==> config.mk <==
export PLATFORM = sky130hd
export DESIGN_NAME = fwd_unit
export DESIGN_NICKNAME = d
export VERILOG_FILES = /design/src/rtl/fwd_pkg.sv /design/src/rtl/fwd_match.sv /design/src/rtl/fwd_select.sv /design/src/rtl/fwd_unit.sv
export SDC_FILE = /design/constraint.sdc
export NUM_CORES = 1
export LEC_CHECK = 0
export ABC_CLOCK_PERIOD_IN_PS = 3800
export BUFFER_PORTS_ARGS = -buffer_cell sky130_fd_sc_hd__buf_2
export CORE_AREA = 2 2 39 41
export DETAILED_ROUTE_END_ITERATION = 6
export DIE_AREA = 0 0 41 43
export PLACE_DENSITY = 0.74
export RECOVER_POWER = 25
export SYNTH_ARGS = -nofsm -noshare
export SYNTH_HDL_FRONTEND = slang
export SYNTH_HIERARCHICAL = 1
export SYNTH_SLANG_ARGS = --single-unit
==> constraint.sdc <==
create_clock -name vclk -period 3.8
set_input_delay 0.76 -clock vclk [all_inputs]
set_output_delay 0.76 -clock vclk [all_outputs]
set_load 0.02 [all_outputs]
==> src/rtl/fwd_pkg.sv <==
package fwd_pkg;

  typedef enum logic [1:0] {
    SRC_REGFILE = 2'b00,
    SRC_WB      = 2'b01,
    SRC_MEM     = 2'b10
  } opSrc_e;

  // strobes from the comparator datapath to the select control
  typedef struct packed {
    logic memRs;
    logic memRt;
    logic wbRs;
    logic wbRt;
    logic brRs;
    logic brRt;
  } hitStrobes_t;

endpackage

==> src/rtl/fwd_match.sv <==
module fwd_match
  import fwd_pkg::*;
#(
  parameter int REG_W = 5
) (
  input  logic [REG_W-1:0] exRs,
  input  logic [REG_W-1:0] exRt,
  input  logic [REG_W-1:0] memRd,
  input  logic             memRegWrite,
  input  logic [REG_W-1:0] wbRd,
  input  logic             wbRegWrite,
  input  logic [REG_W-1:0] idRs,
  input  logic [REG_W-1:0] idRt,
  input  logic             idBranch,
  output hitStrobes_t      hits
);

  localparam int NUM_SRC = 2;

  logic [REG_W-1:0] exSrc [NUM_SRC];
  logic [REG_W-1:0] idSrc [NUM_SRC];
  logic [NUM_SRC-1:0] memHit;
  logic [NUM_SRC-1:0] wbHit;
  logic [NUM_SRC-1:0] brHit;

  logic memLive;
  logic wbLive;
  logic memNonZero;

  assign exSrc[0] = exRs;
  assign exSrc[1] = exRt;
  assign idSrc[0] = idRs;
  assign idSrc[1] = idRt;

  assign memNonZero = (memRd != '0);
  assign memLive    = memRegWrite && memNonZero;
  assign wbLive     = wbRegWrite && (wbRd != '0);

  for (genvar i = 0; i < NUM_SRC; i++) begin : g_src
    assign memHit[i] = memLive && (memRd == exSrc[i]);
    assign wbHit[i]  = wbLive && (wbRd == exSrc[i]);
    // branch compare path keys on destination only, not on the write enable
    assign brHit[i]  = idBranch && memNonZero && (memRd == idSrc[i]);
  end

  assign hits = '{
    memRs: memHit[0],
    memRt: memHit[1],
    wbRs:  wbHit[0],
    wbRt:  wbHit[1],
    brRs:  brHit[0],
    brRt:  brHit[1]
  };

  always_comb begin
    assert_zero_dest_R7: assert (!((memRd == '0) && (hits.memRs || hits.memRt || hits.brRs || hits.brRt)));
  end

endmodule

==> src/rtl/fwd_select.sv <==
module fwd_select
  import fwd_pkg::*;
(
  input  hitStrobes_t hits,
  output opSrc_e      selA,
  output opSrc_e      selB,
  output logic        selC,
  output logic        selD
);

  function automatic opSrc_e pickSrc(input logic memHit, input logic wbHit);
    if (memHit)     return SRC_MEM;
    else if (wbHit) return SRC_WB;
    else            return SRC_REGFILE;
  endfunction

  assign selA = pickSrc(hits.memRs, hits.wbRs);
  assign selB = pickSrc(hits.memRt, hits.wbRt);
  assign selC = hits.brRs;
  assign selD = hits.brRt;

  always_comb begin
    assert_newest_wins_R5: assert (!(hits.memRs && hits.wbRs) || selA == SRC_MEM);
    assert_newest_wins_b_R5: assert (!(hits.memRt && hits.wbRt) || selB == SRC_MEM);
  end

endmodule

==> src/rtl/fwd_unit.sv <==
module fwd_unit
  import fwd_pkg::*;
#(
  parameter int REG_W = 5
) (
  input  logic [REG_W-1:0] exRs,
  input  logic [REG_W-1:0] exRt,
  input  logic [REG_W-1:0] memRd,
  input  logic             memRegWrite,
  input  logic [REG_W-1:0] wbRd,
  input  logic             wbRegWrite,
  input  logic [REG_W-1:0] idRs,
  input  logic [REG_W-1:0] idRt,
  input  logic             idBranch,
  output logic [1:0]       fwdA,
  output logic [1:0]       fwdB,
  output logic             fwdC,
  output logic             fwdD
);

  hitStrobes_t hits;
  opSrc_e      selA;
  opSrc_e      selB;

  fwd_match #(.REG_W(REG_W)) u_match (
    .exRs        (exRs),
    .exRt        (exRt),
    .memRd       (memRd),
    .memRegWrite (memRegWrite),
    .wbRd        (wbRd),
    .wbRegWrite  (wbRegWrite),
    .idRs        (idRs),
    .idRt        (idRt),
    .idBranch    (idBranch),
    .hits        (hits)
  );

  fwd_select u_select (
    .hits (hits),
    .selA (selA),
    .selB (selB),
    .selC (fwdC),
    .selD (fwdD)
  );

  assign fwdA = selA;
  assign fwdB = selB;

  always_comb begin
    assert_legal_code_R1: assert (fwdA != 2'b11 && fwdB != 2'b11);
    assert_mem_cause_R2: assert (fwdA != 2'b10 || (memRegWrite && memRd != '0 && memRd == exRs));
    assert_wb_cause_R4: assert (fwdA != 2'b01 || (wbRegWrite && wbRd != '0 && wbRd == exRs));
    assert_branch_gate_R9: assert (idBranch || !(fwdC || fwdD));
    assert_branch_cause_R8: assert (!fwdD || (memRd != '0 && memRd == idRt));
  end

endmodule

* After elaboration in Yosys (flattened, before gate mapping) *
Index checks and enable logic that the tools add are counted.

storage, ports and cells
  memory bits (read-only) = 0
  bits in registers = 0
  bits in latches = 0
  memories = 0
  bits in writable memories = 0
  output and inout bits = 6
  bits of input ports = 33
  word-level logic and storage cells = 21

cells by class
  muxes and demuxes = 4
  magnitude comparators = 0
  shifts and indexed selects = 0
  equal/unequal tests = 6
  bitwise logic cells = 0
  $add $sub $neg = 0
  div/mod/pow operators = 0
  $mul = 0
  reduce and logical (&&, ||, !) cells = 11

operators with widths
  operator             number
  5-bit equality test  6
  5-bit nonzero test   2
  1-bit logical AND    9
  2-bit 2-to-1 mux     2
  1-bit 2-to-1 mux     2

* Depth between registers and ports, before layout *
  depth in word-level cells = 5
  mapped depth = 5
  gate-level depth less buffers = 4

* Modules after synthesis *
The synthesis kept the hierarchy.

by module, submodules not included
  module      cells an instance  instances  sequential area each (µm²)  area an instance (µm²)
  fwd_match   51                 1          0.0                         402.9
  fwd_select  6                  1          0.0                         57.6

* Worst setup path before layout *
Ideal clock, no wire load.

  path kind = in2out
  start = input memRd[2]
  end = output fwdA[1]
  stages on the path = 5
  required time = 3.040 ns
  slack = 1.218 ns
  path buffers = 2
  data arrival time = 1.822 ns
  cells stage by stage = buf_2 -> or4_4 -> nor2_4 -> nor4_1 -> buf_4

RTL lines
  item                line            source
  start: declaration  fwd_unit.sv:8   input logic [REG_W-1:0] memRd,
  end: declaration    fwd_unit.sv:15  output logic [1:0] fwdA,

* Worst setup path after layout *
  start = input memRd[1]
  end = output fwdA[0]

on the way
  longest elaborated chain between the ends = 4
  elaborated cells between the ends (all ways) = 5
  classes of those cells = eq/ne: 1; mux: 1; reduce/logical: 3

RTL lines
  item                   line              source
  5-bit nonzero test     fwd_match.sv:35   assign memNonZero = (memRd != '0);
  1-bit logical AND      fwd_match.sv:36   assign memLive = memRegWrite && memNonZero;
  1-bit logical AND (*)  fwd_match.sv:40   assign memHit[i] = memLive && (memRd == exSrc[i]);
  2-bit 2-to-1 mux (*)   fwd_select.sv:12  if (memHit) return SRC_MEM;

Every way passes the cells marked *; elsewhere a longest branch is shown, timed or not.

==> summary.txt <==
Leakage = 0.275 nW
Routed WL per cell = 12.1 um
Post-route ant nets = 0
Hold WS = 1880 ps
YS warnings = 6
Initial DRC Count = 3
Core Area = 1380 sq um
FP Rows = 14
Gpl congestion = 0.698
Setup-failing EPs final = 0
Die Y = 43 um
Post-Place Cells = 103
Met2 wire len = 667 um
Period utilization = 74.1%
# diodes = 0
Commonest non-fill, non-tap cells in the layout = buf_2 (39), xnor2_1 (18), xor2_1 (12), nand4_1 (6), nor4_1 (6)
Fill count = 149
Worst-margin pin slew = 603 ps
RSZ-0062 raised after global routing = false
Num sequential = 0
GR Util All Layers = 13.9%
Hpwl dp = 1.14 mm
Share of cells above drive strength 1 = 48.3%
Met3 Wirelength = 78 um
Kind of critical path = input port to output pin
Worst-path fanout max = 5
Max layer used = met4
Total wire length = 1.25 mm
Hold buffer count at cts = 0
Endpoint class of the critical path = output pin
Top-level I/O count = 39
Die extent in x = 41 um
Run status = finished clean
Multi-input gate area = 392 sq um
Via Count = 495
Gr ovfl total = 0
Layout Cells excl Fill = 103
Post-synth cell types = 12
PwrDens = 104 nW/um^2
Worst relative slew slack = 59.4%
Largest stage delay on the critical path = 530 ps
WP data arrival = 2050 ps
Buffers inserted by post-CTS timing repair = 0
Max Clk Rate = 355 MHz
Commonest non-fill, non-tap cell in the layout = buf_2
Drc violations = 0
WP data required = 3040 ps
Post-Syn Instances = 57
Crit-path cells = buf_2, or4_4, nor2_1, nor4_1, nor2b_4, buf_2
Synth-to-layout area growth = 31.8%
Fin crit period = 2810 ps
Critical-path top delay cell = or4_4
Pre-Repair DR Iteration Count = 4
Final Hold Fails = 0
Die ar. = 1760 sq um
Setup tns final = 0 ps
Maximum vdd drop = 0.0416 mV
Syn nets = 90
Nets = 122
Crit path max-delay family = simple AND/OR/NAND/NOR gates
FF+latch area = 0 sq um
# clk buffers = 0
DRT met1 WL = 494 um
Critical Path Start Type = input port
Seq/Total Area, Yosys = 0%
Max-slew violations = 0
Critical path's most frequent cell = buf_2
Port-buffer cells = 39
Global-route wire length before repair = 1.82 mm
Initial antenna violation count = 0
# Max-Cap Violations = 0
Vias in the first global route = 478
Mean area per synthesized cell = 8.08 sq um
Worst Path Buf+Inv = 2
Post-cts resize count = 0
Final instance area = 607 sq um
Hold Crit Class = input port to output pin
Initial Util = 33.3%
Largest net degree at the start of global routing = 6
Cell area after synthesis = 460 sq um
Via-to-Cell Ratio = 4.81
Post-DP Area = 614 sq um
## synthesized netlist by cell type (all sizes together)
master	count	area share, %
xnor2	18	34
nor4	6	8.2
nor2b	2	6.0
nor2	2	3.3
or4	2	4.1
nand4	6	8.2
buf	9	13
xor2	12	23
## final timing paths
| path | from | end | slack [ps] | cells past startpoint |
|---|---|---|---|---|
| worst max-delay path | memRd[1] | fwdA[0] | 990 | 6 |
| worst min-delay path | idBranch | fwdD | 1880 | 4 |
## cell families after synthesis
family,Yosys count,synth area share (%)
buffers and inverters,9,13.3
xor gates and xnor gates,30,57.1
and+or+nand+nor,18,29.6
## per-layer routing
metal	vias up	GRT usage (%)
li1	251	-
met1	219	17.7
met2	23	24.1
met3	2	1.05
met4	0	2.67
met5	-	0
## per-stage QoR
step / total power (W) / util, % / setup WS (ps)
after floorplan: 0.0000385 / - / 1220
after global placement: 0.0000610 / 44.4 / 1090
after detailed placement: 0.0000631 / 44.4 / 1040
after CTS: 0.0000635 / 44.4 / 1040
after global routing: 0.0000686 / 43.9 / 890
final: 0.0000629 / 43.9 / 985
## power by group
part	internal [W]	switching [W]	total, W
Combinational	0.0000328	0.0000301	0.0000629
Sequential	0	0	0
Clock	0	0	0
Total	0.0000328	0.0000301	0.0000629
## cell type report
class / instances / share of cell area, %
well taps: 16 / 3.30
multi-input cells: 48 / 64.5
repair buffers: 39 / 32.2
No activity file was read; power rests on OpenSTA's default activity.
